==> config.mk <==
export PLATFORM = sky130hd
export DESIGN_NAME = eeprom_seq_reader
export DESIGN_NICKNAME = d
export VERILOG_FILES = /design/src/rtl/eepr_pkg.sv /design/src/rtl/eepr_pacer.sv /design/src/rtl/eepr_shift.sv /design/src/rtl/eeprom_seq_reader.sv
export SDC_FILE = /design/constraint.sdc
export NUM_CORES = 1
export LEC_CHECK = 0
export CAP_MARGIN = 0
export CORE_MARGIN = 3
export CORE_UTILIZATION = 58
export CTS_CLUSTER_SIZE = 14
export DETAILED_ROUTE_END_ITERATION = 8
export GPL_TIMING_DRIVEN = 0
export PLACE_DENSITY = 0.8
export RECOVER_POWER = 100
export SLEW_MARGIN = 20
export SYNTH_ARGS = -nofsm -noshare
export SYNTH_HDL_FRONTEND = slang
export SYNTH_SLANG_ARGS = --single-unit
==> constraint.sdc <==
create_clock -name clk -period 3.18 [get_ports clk]
set_clock_uncertainty 0.1 [all_clocks]
set_input_delay 0.477 -clock clk [delete_from_list [all_inputs] [get_ports clk]]
set_output_delay 0.477 -clock clk [all_outputs]
set_load 0.02 [all_outputs]
==> src/rtl/eepr_pkg.sv <==
package eepr_pkg;
    typedef enum logic [1:0] {
        ST_IDLE,
        ST_PRE,
        ST_XFER,
        ST_GAP
    } seq_state_e;

    localparam logic [7:0] OP_READ   = 8'h03;
    localparam logic [7:0] OP_STATUS = 8'h05;
endpackage

==> src/rtl/eepr_pacer.sv <==
module eepr_pacer #(
    parameter int HALF_CYC = 625
) (
    input  logic clk,
    input  logic rst_n,
    input  logic run,
    output logic tick
);
    localparam int CW = (HALF_CYC > 1) ? $clog2(HALF_CYC) : 1;
    localparam logic [CW-1:0] LAST = CW'(HALF_CYC - 1);

    logic [CW-1:0] cnt_d, cnt_q;

    always_comb begin
        cnt_d = cnt_q;
        if (!run)               cnt_d = '0;
        else if (cnt_q == LAST) cnt_d = '0;
        else                    cnt_d = cnt_q + 1'b1;
    end

    always_ff @(posedge clk or negedge rst_n) begin
        if (!rst_n) cnt_q <= '0;
        else        cnt_q <= cnt_d;
    end

    assign tick = run && (cnt_q == LAST);

    // every half-phase advances one count per cycle until its end
    a_r4_pace_step: assert property (@(posedge clk) disable iff (!rst_n)
        (run && !tick) |=> (cnt_q == $past(cnt_q) + 1'b1));
endmodule

==> src/rtl/eepr_shift.sv <==
module eepr_shift #(
    parameter int FW = 24
) (
    input  logic          clk,
    input  logic          rst_n,
    input  logic          load,
    input  logic [FW-1:0] frame,
    input  logic          adv,
    input  logic          cap,
    input  logic          sdi,
    output logic          sdo_bit,
    output logic [7:0]    rx_byte
);
    typedef struct packed {
        logic [FW-1:0] tx;
        logic [7:0]    rx;
    } shift_t;

    shift_t d, q;

    always_comb begin
        d = q;
        if (load) begin
            d.tx = frame;
            d.rx = '0;
        end else begin
            if (adv) d.tx = {q.tx[FW-2:0], 1'b0};
            if (cap) d.rx = {q.rx[6:0], sdi};
        end
    end

    always_ff @(posedge clk or negedge rst_n) begin
        if (!rst_n) q <= '0;
        else        q <= d;
    end

    assign sdo_bit = q.tx[FW-1];
    assign rx_byte = q.rx;

    // a fresh frame never starts with stale received bits
    a_r3_rx_cleared: assert property (@(posedge clk) disable iff (!rst_n)
        load |=> (q.rx == 8'h00));
endmodule

==> src/rtl/eeprom_seq_reader.sv <==
module eeprom_seq_reader
    import eepr_pkg::*;
#(
    parameter int HALF_CYC   = 625,
    parameter int GAP_HALVES = 2,
    parameter int PRE_PULSES = 2
) (
    input  logic       clk,
    input  logic       rst_n,
    input  logic       start,
    input  logic       status_mode,
    input  logic [7:0] offset,
    input  logic [7:0] count,
    output logic       busy,
    output logic       byte_valid,
    output logic [7:0] byte_data,
    output logic       done,
    output logic       ee_cs_n,
    output logic       ee_sck,
    output logic       ee_sdo,
    input  logic       ee_sdi
);
    localparam int FRAME_BITS = 24;
    localparam int STAT_BITS  = 16;
    localparam int M1 = (2 * FRAME_BITS > 2 * PRE_PULSES) ? 2 * FRAME_BITS : 2 * PRE_PULSES;
    localparam int HALF_MAX = (M1 > GAP_HALVES) ? M1 : GAP_HALVES;
    localparam int HW = $clog2(HALF_MAX + 1);
    localparam logic [HW-1:0] PRE_LAST  = HW'(2 * PRE_PULSES - 1);
    localparam logic [HW-1:0] GAP_LAST  = HW'(GAP_HALVES - 1);
    localparam logic [HW-1:0] RD_LAST   = HW'(2 * FRAME_BITS - 1);
    localparam logic [HW-1:0] ST_LAST   = HW'(2 * STAT_BITS - 1);
    localparam logic [HW-1:0] RD_DATA0  = HW'(2 * (FRAME_BITS - 8));
    localparam logic [HW-1:0] ST_DATA0  = HW'(2 * (STAT_BITS - 8));

    typedef struct packed {
        seq_state_e    st;
        logic [HW-1:0] half;
        logic          primed;
        logic          stat;
        logic [7:0]    addr;
        logic [7:0]    remain;
        logic          cs_n;
        logic          sck;
        logic          bvalid;
        logic [7:0]    bdata;
        logic          done;
    } seq_t;

    seq_t d, q;

    logic                  tick;
    logic                  load, adv, cap;
    logic [FRAME_BITS-1:0] frame;
    logic                  sdo_bit;
    logic [7:0]            rx_byte;
    logic [HW-1:0]         last_half, data_half;

    eepr_pacer #(.HALF_CYC(HALF_CYC)) u_pacer (
        .clk  (clk),
        .rst_n(rst_n),
        .run  (q.st != ST_IDLE),
        .tick (tick)
    );

    eepr_shift #(.FW(FRAME_BITS)) u_shift (
        .clk    (clk),
        .rst_n  (rst_n),
        .load   (load),
        .frame  (frame),
        .adv    (adv),
        .cap    (cap),
        .sdi    (ee_sdi),
        .sdo_bit(sdo_bit),
        .rx_byte(rx_byte)
    );

    always_comb begin
        d         = q;
        d.bvalid  = 1'b0;
        d.done    = 1'b0;
        load      = 1'b0;
        adv       = 1'b0;
        cap       = 1'b0;
        last_half = q.stat ? ST_LAST : RD_LAST;
        data_half = q.stat ? ST_DATA0 : RD_DATA0;

        case (q.st)
            ST_IDLE: begin
                if (start) begin
                    if (count == 8'd0) begin
                        d.done = 1'b1;
                    end else begin
                        d.remain = count;
                        d.addr   = offset;
                        d.stat   = status_mode;
                        d.half   = '0;
                        if (!q.primed) begin
                            d.st  = ST_PRE;
                            d.sck = 1'b1;
                        end else begin
                            d.st   = ST_XFER;
                            d.cs_n = 1'b0;
                            d.sck  = 1'b0;
                            load   = 1'b1;
                        end
                    end
                end
            end
            ST_PRE: begin
                if (tick) begin
                    if (q.half == PRE_LAST) begin
                        d.primed = 1'b1;
                        d.st     = ST_XFER;
                        d.cs_n   = 1'b0;
                        d.sck    = 1'b0;
                        d.half   = '0;
                        load     = 1'b1;
                    end else begin
                        d.half = q.half + 1'b1;
                        d.sck  = ~q.sck;
                    end
                end
            end
            ST_XFER: begin
                if (tick) begin
                    if (!q.half[0]) begin
                        d.sck  = 1'b1;
                        cap    = (q.half >= data_half);
                        d.half = q.half + 1'b1;
                    end else begin
                        d.sck = 1'b0;
                        adv   = 1'b1;
                        if (q.half == last_half) begin
                            d.cs_n   = 1'b1;
                            d.bvalid = 1'b1;
                            d.bdata  = rx_byte;
                            d.st     = ST_GAP;
                            d.half   = '0;
                            d.remain = q.remain - 8'd1;
                            d.addr   = q.addr + 8'd1;
                        end else begin
                            d.half = q.half + 1'b1;
                        end
                    end
                end
            end
            ST_GAP: begin
                if (tick) begin
                    if (q.half == GAP_LAST) begin
                        d.half = '0;
                        if (q.remain == 8'd0) begin
                            d.st   = ST_IDLE;
                            d.done = 1'b1;
                        end else begin
                            d.st   = ST_XFER;
                            d.cs_n = 1'b0;
                            load   = 1'b1;
                        end
                    end else begin
                        d.half = q.half + 1'b1;
                    end
                end
            end
            default: d.st = ST_IDLE;
        endcase

        frame = d.stat ? {OP_STATUS, 16'h0000} : {OP_READ, d.addr, 8'h00};
    end

    always_ff @(posedge clk or negedge rst_n) begin
        if (!rst_n) begin
            q      <= '0;
            q.st   <= ST_IDLE;
            q.cs_n <= 1'b1;
        end else begin
            q <= d;
        end
    end

    assign busy       = (q.st != ST_IDLE);
    assign byte_valid = q.bvalid;
    assign byte_data  = q.bdata;
    assign done       = q.done;
    assign ee_cs_n    = q.cs_n;
    assign ee_sck     = q.sck;
    assign ee_sdo     = ~q.cs_n & sdo_bit;

    // idle lines
    a_r1_idle_lines: assert property (@(posedge clk) disable iff (!rst_n)
        !busy |-> (ee_cs_n && !ee_sck));
    // outgoing data holds while the clock is high
    a_r2_sdo_stable_high: assert property (@(posedge clk) disable iff (!rst_n)
        (ee_sck && $past(ee_sck)) |-> $stable(ee_sdo));
    // byte strobe is a single cycle
    a_r3_valid_pulse: assert property (@(posedge clk) disable iff (!rst_n)
        byte_valid |=> !byte_valid);
    // chip select releases only with the clock low
    a_r5_cs_rise_low: assert property (@(posedge clk) disable iff (!rst_n)
        $rose(ee_cs_n) |-> !ee_sck);
    // completion coincides with idle
    a_r9_done_idle: assert property (@(posedge clk) disable iff (!rst_n)
        done |-> !busy);
    // empty request completes at once
    a_r10_zero_count: assert property (@(posedge clk) disable iff (!rst_n)
        (start && !busy && count == 8'd0) |=> (done && !busy));
endmodule

# Word level (Yosys, flattened, before mapping)
# Cells that the tools add are included.
[word_totals]
ff_bits = 80
latchBits = 0
ram_bits = 0
input_bits = 21
rom_bits = 0
n_memories = 0
word_cells = 123
[op_classes]
order_cmp = 1
shifts = 0
mul = 0
div = 0
muxes = 67
bitwise = 3
reduce_logical = 16
eq_ne = 18
addsub = 4
[op_table]
columns = ["operator", "n"]
rows = [
  ["$mux W19", 3],
  ["$mux W8", 5],
  ["$mux W6", 6],
  ["$mux W9", 4],
  ["$mux W17", 2],
  ["$mux W32", 1],
  ["$pmux W16 S2", 1],
  ["$pmux W8 S4", 1],
  ["$mux W1", 29],
  ["$mux W27", 1],
  ["$mux W24", 1],
  ["$ne A2 B2 Y1 const B", 11],
  ["$mux W10", 2],
  ["$logic_not A8 Y1", 2],
  ["$mux W2", 7],
  ["$reduce_and A11 Y1", 1],
  ["$add A10 B1 Y10 const B", 1],
  ["$eq A10 B10 Y1 const B", 1],
  ["$reduce_and A5 Y1", 2],
  ["$reduce_and A9 Y1", 1],
  ["$add A8 B1 Y8 const B", 1],
  ["$reduce_bool A2 Y1", 4],
  ["$sub A8 B1 Y8 const B", 1],
  ["$add A6 B1 Y6 const B", 1],
  ["other kinds (17)", 20],
]

# Logic depth before layout (Yosys ltp)
# Gate-level depths: netlist of the first run.
[depth]
word_depth = 8
depth_mapped = 12

# Modules after synthesis
# Synthesis of the first run repeated with hierarchy kept, for this count alone.
[hier_totals]
hier_cells = 492
area_unflattened_um2 = 4565.6
[by_module_without_submodules]
columns = ["module", "seq_area_each_um2", "cells_per_inst", "area_per_inst_um2", "instances"]
rows = [
  ["eeprom_seq_reader", 952.2, 300, 2521.2, 1],
  ["eepr_shift", 800.8, 138, 1502.7, 1],
  ["eepr_pacer", 250.2, 54, 541.8, 1],
]

# Worst setup path after synthesis of the first run
# No wires, ideal clock.
[synth_path]
path_kind = "register to register"
from = "reg q[36] in the netlist's numbering"
to = "reg q (netlist bit ee_cs_n)"
period_less_slack_ns = 2.358
arrival_time_ns = 2.175
path_slack_ns = 0.822
n_path_buf = 1
path_stages_with_launch = 10
path_cell_list = "dfrtp_1 > inv_1 > ha_1 > clkinv_1 > and4_1 > buf_2 > o2bb2ai_1 > nor3_2 > o211ai_1 > mux2_2"
[synth_via]
elab_chain_cells = 4
elab_cells_between_ends = 19
[synth_lines]
columns = ["item", "line_no", "source"]
rows = [
  ["start: declaration", "eeprom_seq_reader.sv:49", "seq_t d, q;"],
  ["$reduce_bool A2 Y1 *", "--", ""],
  ["net busy", "eeprom_seq_reader.sv:14", "output logic busy,"],
  ["$logic_and A1 B1 Y1 *", "eepr_pacer.sv:26", "assign tick = run && (cnt_q == LAST);"],
  ["$ne A2 B2 Y1 (no source line)", "--", ""],
  ["$reduce_and A11 Y1 (no source line) *", "--", ""],
]
# The timed path passes the listed nets; every way through them passes the cells marked *.
# A chain may end at the register's enable or synchronous reset.

# Worst setup path after layout of the first run
[layout_path]
from = "reg q[36] in the netlist's numbering"
to = "out busy"
[layout_via]
elab_chain_cells = 1
[layout_lines]
columns = ["item", "line_no", "source"]
rows = [
  ["$reduce_bool A2 Y1", "eeprom_seq_reader.sv:180", "assign busy = (q.st != ST_IDLE);"],
  ["end: declaration", "eeprom_seq_reader.sv:14", ""],
]
# Every way passes these cells.

==> reports/metrics.yaml, run 1 <==
cts_buffer_depth: 2
root_buffer: "clkbuf_8"
min_period_ns: 2.92
p_int_mw: 1.40
synth-seq-area-share_pct: 45.8
rsz0062_at_grt: "no"
clk_latency_ns: 0.35
drv_slew: 29
synth_edf_count: 0
layoutNonFillerInstCount: 536
drc: 0
synth_seq_cells: 72
placedCellCount: 519
grt_pass1_vias: 2975
synth_top_area_cell: "dfrtp_1"
synth_area_um2: 3940
hpwl_um: 6220
yosysUniqueCellTypes: 68
vias: 3105
syn_nets: 442
p_switching_mw: 0.390
synthCells: 407
crit_type: "flip-flop to output pin"
finalCritPeriodShare_pct: 91.8
synth-adder-area-share_pct: 4.45
synth_common_cells: "dfrtp_1, nand2_1, nor2_1"
drt_first_pass_iters: 4
layout.nets: 489
setup_slack_ns: 0.261
cts_tree: "yes"
fp.dieH_um: 88.4
holdWs_ns: 0.374
crit_fanout: 9
cts_made_buffers: 9
sw_frac_of_total_pct: 21.8
ioPinCount: 35
synth.avg_cell_area_um2: 9.68
setup-violations-final: 0
synth_ff_type: "dfrtp_1"
crit_arrival_ns: 2.34
die_w_um: 88.4
path_clk_slew_ns: 0.08
viasPerCell: 5.79
grt_max_degree: 45
power_per_cell_area_nw_per_um2: 387
combPwrFrac_pct: 3.4
critPathCaptureType: "output pin"
status: "complete, but fails checks"
die_area_um2: 7820
fmax_ghz: 0.343
initial_core_util_pct: 61.0
dpl_cell_area_um2: 4400
grt_pass1_wl_um: 14000
finalHoldViolations: 0
clock-sinks: 72
worstMarginPinSlew_ns: 1.62
stdcell_area_um2: 4610
coreArea_um2: 6460
drive_above_1_share_pct: 10.5
wl_per_cell_um: 15.7
synthSimpleGateAreaFrac_pct: 19.5
ant_nets: 0
gp_congestion: 0.899
drt_iter0_drc: 158
dp_slack_ns: 0.237
antenna_cells: 0
syn2layout_area_growth_pct: 17.1
yosys_warnings: 0
post-route-util_pct: 71.4
num_rows: 29
track_usage_pct: 23.2
slew_headroom_pct: -7.75
muxShareOfSynthArea_pct: 5.46
hp-class: "flip-flop to flip-flop"
maxCapViolCount: 1
overflow: 0
cp-start-kind: "flip-flop"
required_ns: 2.60
port_buffers: 34
wirelength_um: 8430
violations: "max-capacitance violations, max-slew violations"
synth_top_area_share_pct: 45.1
leakage_nw: 2.10
synth_top_family_by_area: "simple AND/OR/NAND/NOR gates"
ir_worst_vdd_mv: 0.363
synth-xor-area-share_pct: 3.11
antenna_found_initial: 0
synth.top_cells.by_area: "dfrtp_1, nand2_1, ha_1, mux2i_1, nor2_1"
synth_compound_area_share_pct: 15.9
p_clk_share_pct: 45.0
yosysMostFrequentCell: "dfrtp_1"
seqPwrFrac_pct: 51.6
h-tree-depth: 3
async_flop_share_pct: 100
## layer usage
| layer | vias up | track usage [%] | share of wire (%) |
|---|---|---|---|
| met4 | 0 | 9.34 | 1.6 |
| met5 | - | 0 | 0 |
| met3 | 16 | 4.93 | 5.3 |
| met2 | 92 | 35.4 | 46 |
| li1 | 1525 | - | - |
| met1 | 1472 | 32.5 | 47 |
## power by group through the flow
| stage | sequential, mW | clock, mW | combinational (mW) |
|---|---|---|---|
| after CTS | 0.922 | 0.818 | 0.0632 |
| after global placement | 0.940 | 0 | 0.0575 |
| after floorplan | 0.940 | 0 | 0.0103 |
| final | 0.923 | 0.803 | 0.0608 |
| after global routing | 0.923 | 0.866 | 0.0677 |
| after detailed placement | 0.940 | 0 | 0.0619 |
## timing repair
action                                 CTS  global route
setup buffers                            0             0
hold buffers                             1             0
endpoints found under the hold margin   28             0
resized for setup                        0             0
## logic make-up (layout without fill, tap and decap cells)
logic type,after synthesis,count (layout)
multiplexers,21,21
buffers and inverters,43,95
flip-flops,72,72
AND/OR/NAND/NOR,156,156
AO/OA/AOI/OAI,87,87
adder cells (fa/ha/maj),14,14
XOR/XNOR,14,14
## state kept, by name, summed over array words and instances (netlist names)
register         count
q                   26
u_shift.q           15
u_pacer.cnt_q       10
byte_data            8
u_shift.rx_byte      8
byte_valid           1
done                 1
ee_cs_n              1
ee_sck               1
u_shift.sdo_bit      1
## worst max-delay path, cell delays in order, from the launching register on
cell and delay [ns]:
dfrtp_1 0.41, inv_1 0.13, ha_1 0.39, clkinv_1 0.33, dlygate4sd3_1 0.74
## stage by stage
step	total power, mW	TNS, ns
final	1.79	0
after global routing	1.86	0
after CTS	1.80	0
after detailed placement	1.00	0
after global placement	0.998	-63.38
after floorplan	0.950	0
## worst paths after layout
kind	startpoint	end	slack [ns]	cells after the start
setup / recovery	q[36]	busy	0.26	4
hold / removal	byte_data[7]	byte_data[7]	0.37	2
setup reg to reg	q[30]	q[13]	0.30	11
hold reg to reg	byte_data[7]	byte_data[7]	0.37	2
max in group asynchronous	rst_n	ee_cs_n	1.04	3
min in group asynchronous	rst_n	q[37]	0.97	2
## cell type report
cell class                      instances  area, µm²
Multi-Input combinational cell        292       1900
Fill cell                             483       1850
Sequential cell                        72       1800
Timing Repair Buffer                   36        372
Buffer                                 24        151
Clock buffer                           10        128
Tap cell                               77       96.3
Clock inverter                          6       92.6
Inverter                               19       71.3
## layout by cell type (no fill, tap or decap), drive strengths merged, types with 14 or more instances in the layout
cell and n:
dfrtp 71, nand2 62, nor2 32, o21ai 22, a21oi 19, inv 19, clkbuf 19, clkdlybuf4s50 18
mux2i 17, buf 17, dlygate4sd3 16, ha 14
(Power assumes the default switching activity.)
==> run 2, diff against run 1 <==
--- a/config.mk
+++ b/config.mk
@@ -10,7 +10,7 @@
 export CORE_UTILIZATION = 58
 export CTS_CLUSTER_SIZE = 14
 export DETAILED_ROUTE_END_ITERATION = 8
-export GPL_TIMING_DRIVEN = 0
+export GPL_TIMING_DRIVEN = 1
 export PLACE_DENSITY = 0.8
 export RECOVER_POWER = 100
 export SLEW_MARGIN = 20
==> reports/metrics.yaml, run 2 (same netlist as run 1, synthesis figures left out) <==
min_period_ns: 2.98  # +0.0607 ns
setup-violations-final: 0  # unchanged
layout.cells.most_common: "dfrtp_1"
fmax_ghz: 0.336  # -2.0%
cts_made_buffers: 9  # unchanged
viasPerCell: 5.99  # +3.4%
placedCellCount: 505  # -2.7%
grt_pass1_vias: 2999  # +0.81%
cts_buffer_depth: 2  # unchanged
required_ns: 3.31  # +0.71 ns
path_clk_slew_ns: 0.09  # about the same
rr_endpoint: "u_shift.q[18]"
ioPinCount: 35  # unchanged
die_w_um: 88.4  # unchanged
leakage_nw: 2.04  # -2.7%
drt_first_pass_iters: 5  # +1
drt_iter0_drc: 239  # +51%
syn2layout_area_growth_pct: 13.6
regMostFlops: "q"
die_area_um2: 7820  # unchanged
fp.dieH_um: 88.4  # unchanged
coreArea_um2: 6460  # unchanged
r2r-start: "u_pacer.cnt_q[8]"
top_regs: "q: 26 flops, u_shift.q: 15 flops, u_pacer.cnt_q: 10 flops"
root_buffer: "clkbuf_8"
critPathCaptureType: "flip-flop"
drv_slew: 0  # -100%
maxCapViolCount: 0  # -1
hold_start: "byte_data[5]"
port_buffers: 34  # unchanged
track_usage_pct: 24.6  # +1.4 points
layout_common_cells: "dfrtp_1, nand2_1, nor2_1, a21oi_1, o21ai_0"
sw_frac_of_total_pct: 22.8  # +1.0 points
p_clk_share_pct: 45.8  # +0.8 points
gp_congestion: 0.879  # -2.3%
reg2reg_depth: 7  # -4
drc: 0  # unchanged
r2r_slack_ns: 0.20  # -0.10 ns
vias: 3127  # +0.71%
clk_latency_ns: 0.36  # about the same
wirelength_um: 8840  # +4.9%
ir_worst_vdd_mv: 0.267  # -26%
grt_max_degree: 29  # -36%
crit_arrival_ns: 3.11  # +0.77 ns
finalHoldViolations: 0  # unchanged
power_per_cell_area_nw_per_um2: 405  # +4.6%
cp-start-kind: "flip-flop"
wl_per_cell_um: 16.9  # +7.7%
layoutNonFillerInstCount: 522  # -2.6%
overflow: 0  # unchanged
finalPower_mw: 1.81  # +1.4%
hold_depth: 2  # unchanged
postCtsSetupBuffers: 0  # unchanged
grt_pass1_wl_um: 14800  # +5.3%
cts_tree: "yes"
largest_reg_flops: 26  # unchanged
fin_setup_tns_ns: 0  # unchanged
layout.nets: 475  # -2.9%
clock-sinks: 72  # unchanged
initial_core_util_pct: 61.0  # unchanged
h-tree-depth: 3  # unchanged
antenna_found_initial: 0  # unchanged
combPwrFrac_pct: 3.4  # about the same
ant_nets: 0  # unchanged
hpwl_um: 6460  # +3.7%
antenna_cells: 0  # unchanged
seqPwrFrac_pct: 50.9  # -0.7 points
p_int_mw: 1.40  # +0.13%
rsz0062_at_grt: "no"
nFillCells: 496  # +2.7%
slew_headroom_pct: 24.6  # +32 points
p_switching_mw: 0.414  # +6.1%
hp-class: "flip-flop to flip-flop"
num_rows: 29  # unchanged
drive_above_1_share_pct: 8.54  # -1.9 points
status: "finished, final reports clean"
crit_fanout: 8  # -1
finalCritPeriodShare_pct: 93.7  # +1.9 points
holdWs_ns: 0.363  # -0.0104 ns
crit_type: "flip-flop to flip-flop"
hold_end: "byte_data[5]"
worstMarginPinSlew_ns: 1.13  # -0.485 ns
-- run 2: cell types whose count changed in the layout (fill, tap and decap cells not counted), sizes merged --
cell,previous run,this run
inv,19,20
clkinv,3,4
clkinvlp,1,0
buf,17,5
clkbuf,19,16
-- run 2: how the worst max path moves through the flow --
stage,cells after the start,to,from,slack [ns]
after global routing,7,u_shift.q[18],u_pacer.cnt_q[8],0.15
final,7,u_shift.q[18],u_pacer.cnt_q[8],0.20
after global placement,6,u_shift.q[21],count[4],0.34
after CTS,7,u_shift.q[21],q[36],0.41
after detailed placement,6,u_shift.q[21],start,0.23
after floorplan,9,ee_cs_n,q[36],0.82
-- run 2: layout make-up --
| cell class | count | area (µm²) | area share, % |
|---|---|---|---|
| multi-input cells | 292 | 1870 | 41.8 |
| flip-flops and latches | 72 | 1800 | 40.3 |
| repair buffers | 46 | 408 | 9.11 |
| clock buffers | 9 | 124 | 2.77 |
| clock inverters | 7 | 104 | 2.32 |
| well taps | 77 | 96.3 | 2.15 |
| inverters | 19 | 71.3 | 1.59 |
-- run 2: timing repair --
item	4_1_cts	5_1_grt
endpoints found under the hold margin	18	0
resized for setup	0	0
hold buffers	1	0
-- run 2: metrics by stage --
stage                     cell area, µm²  util, %  setup slack [ns]
final                               4480     69.3             0.200
after global routing                4480     69.3             0.150
after CTS                           4540     70.2             0.410
after detailed placement            4300     66.5             0.233
after global placement              4300     66.5             0.339
after floorplan                     3940        -             0.822
-- run 2: per-layer routing --
layer	global-route usage, %	part of all wire, %
met1	34.4	46
met3	5.21	5.6
met2	38.3	47
met5	0	0
met4	8.52	1.4
-- run 2: worst max-delay path, stage by stage (launching register included) --
cell and delay [ns]:
dfrtp_1 0.42, nor4b_1 0.60, nand3_1 0.27, clkbuf_1 0.27, nor4b_1 0.47, xor2_1 0.15, a222oi_1 0.41, o22ai_1 0.16
-- run 2: power by group through the flow --
stage | Sequential (mW) | Clock [mW] | Combinational [mW]
after floorplan | 0.940 | 0 | 0.0103
after global placement | 0.940 | 0 | 0.0608
after detailed placement | 0.940 | 0 | 0.0617
after CTS | 0.922 | 0.841 | 0.0629
after global routing | 0.923 | 0.896 | 0.0665
final | 0.922 | 0.829 | 0.0607
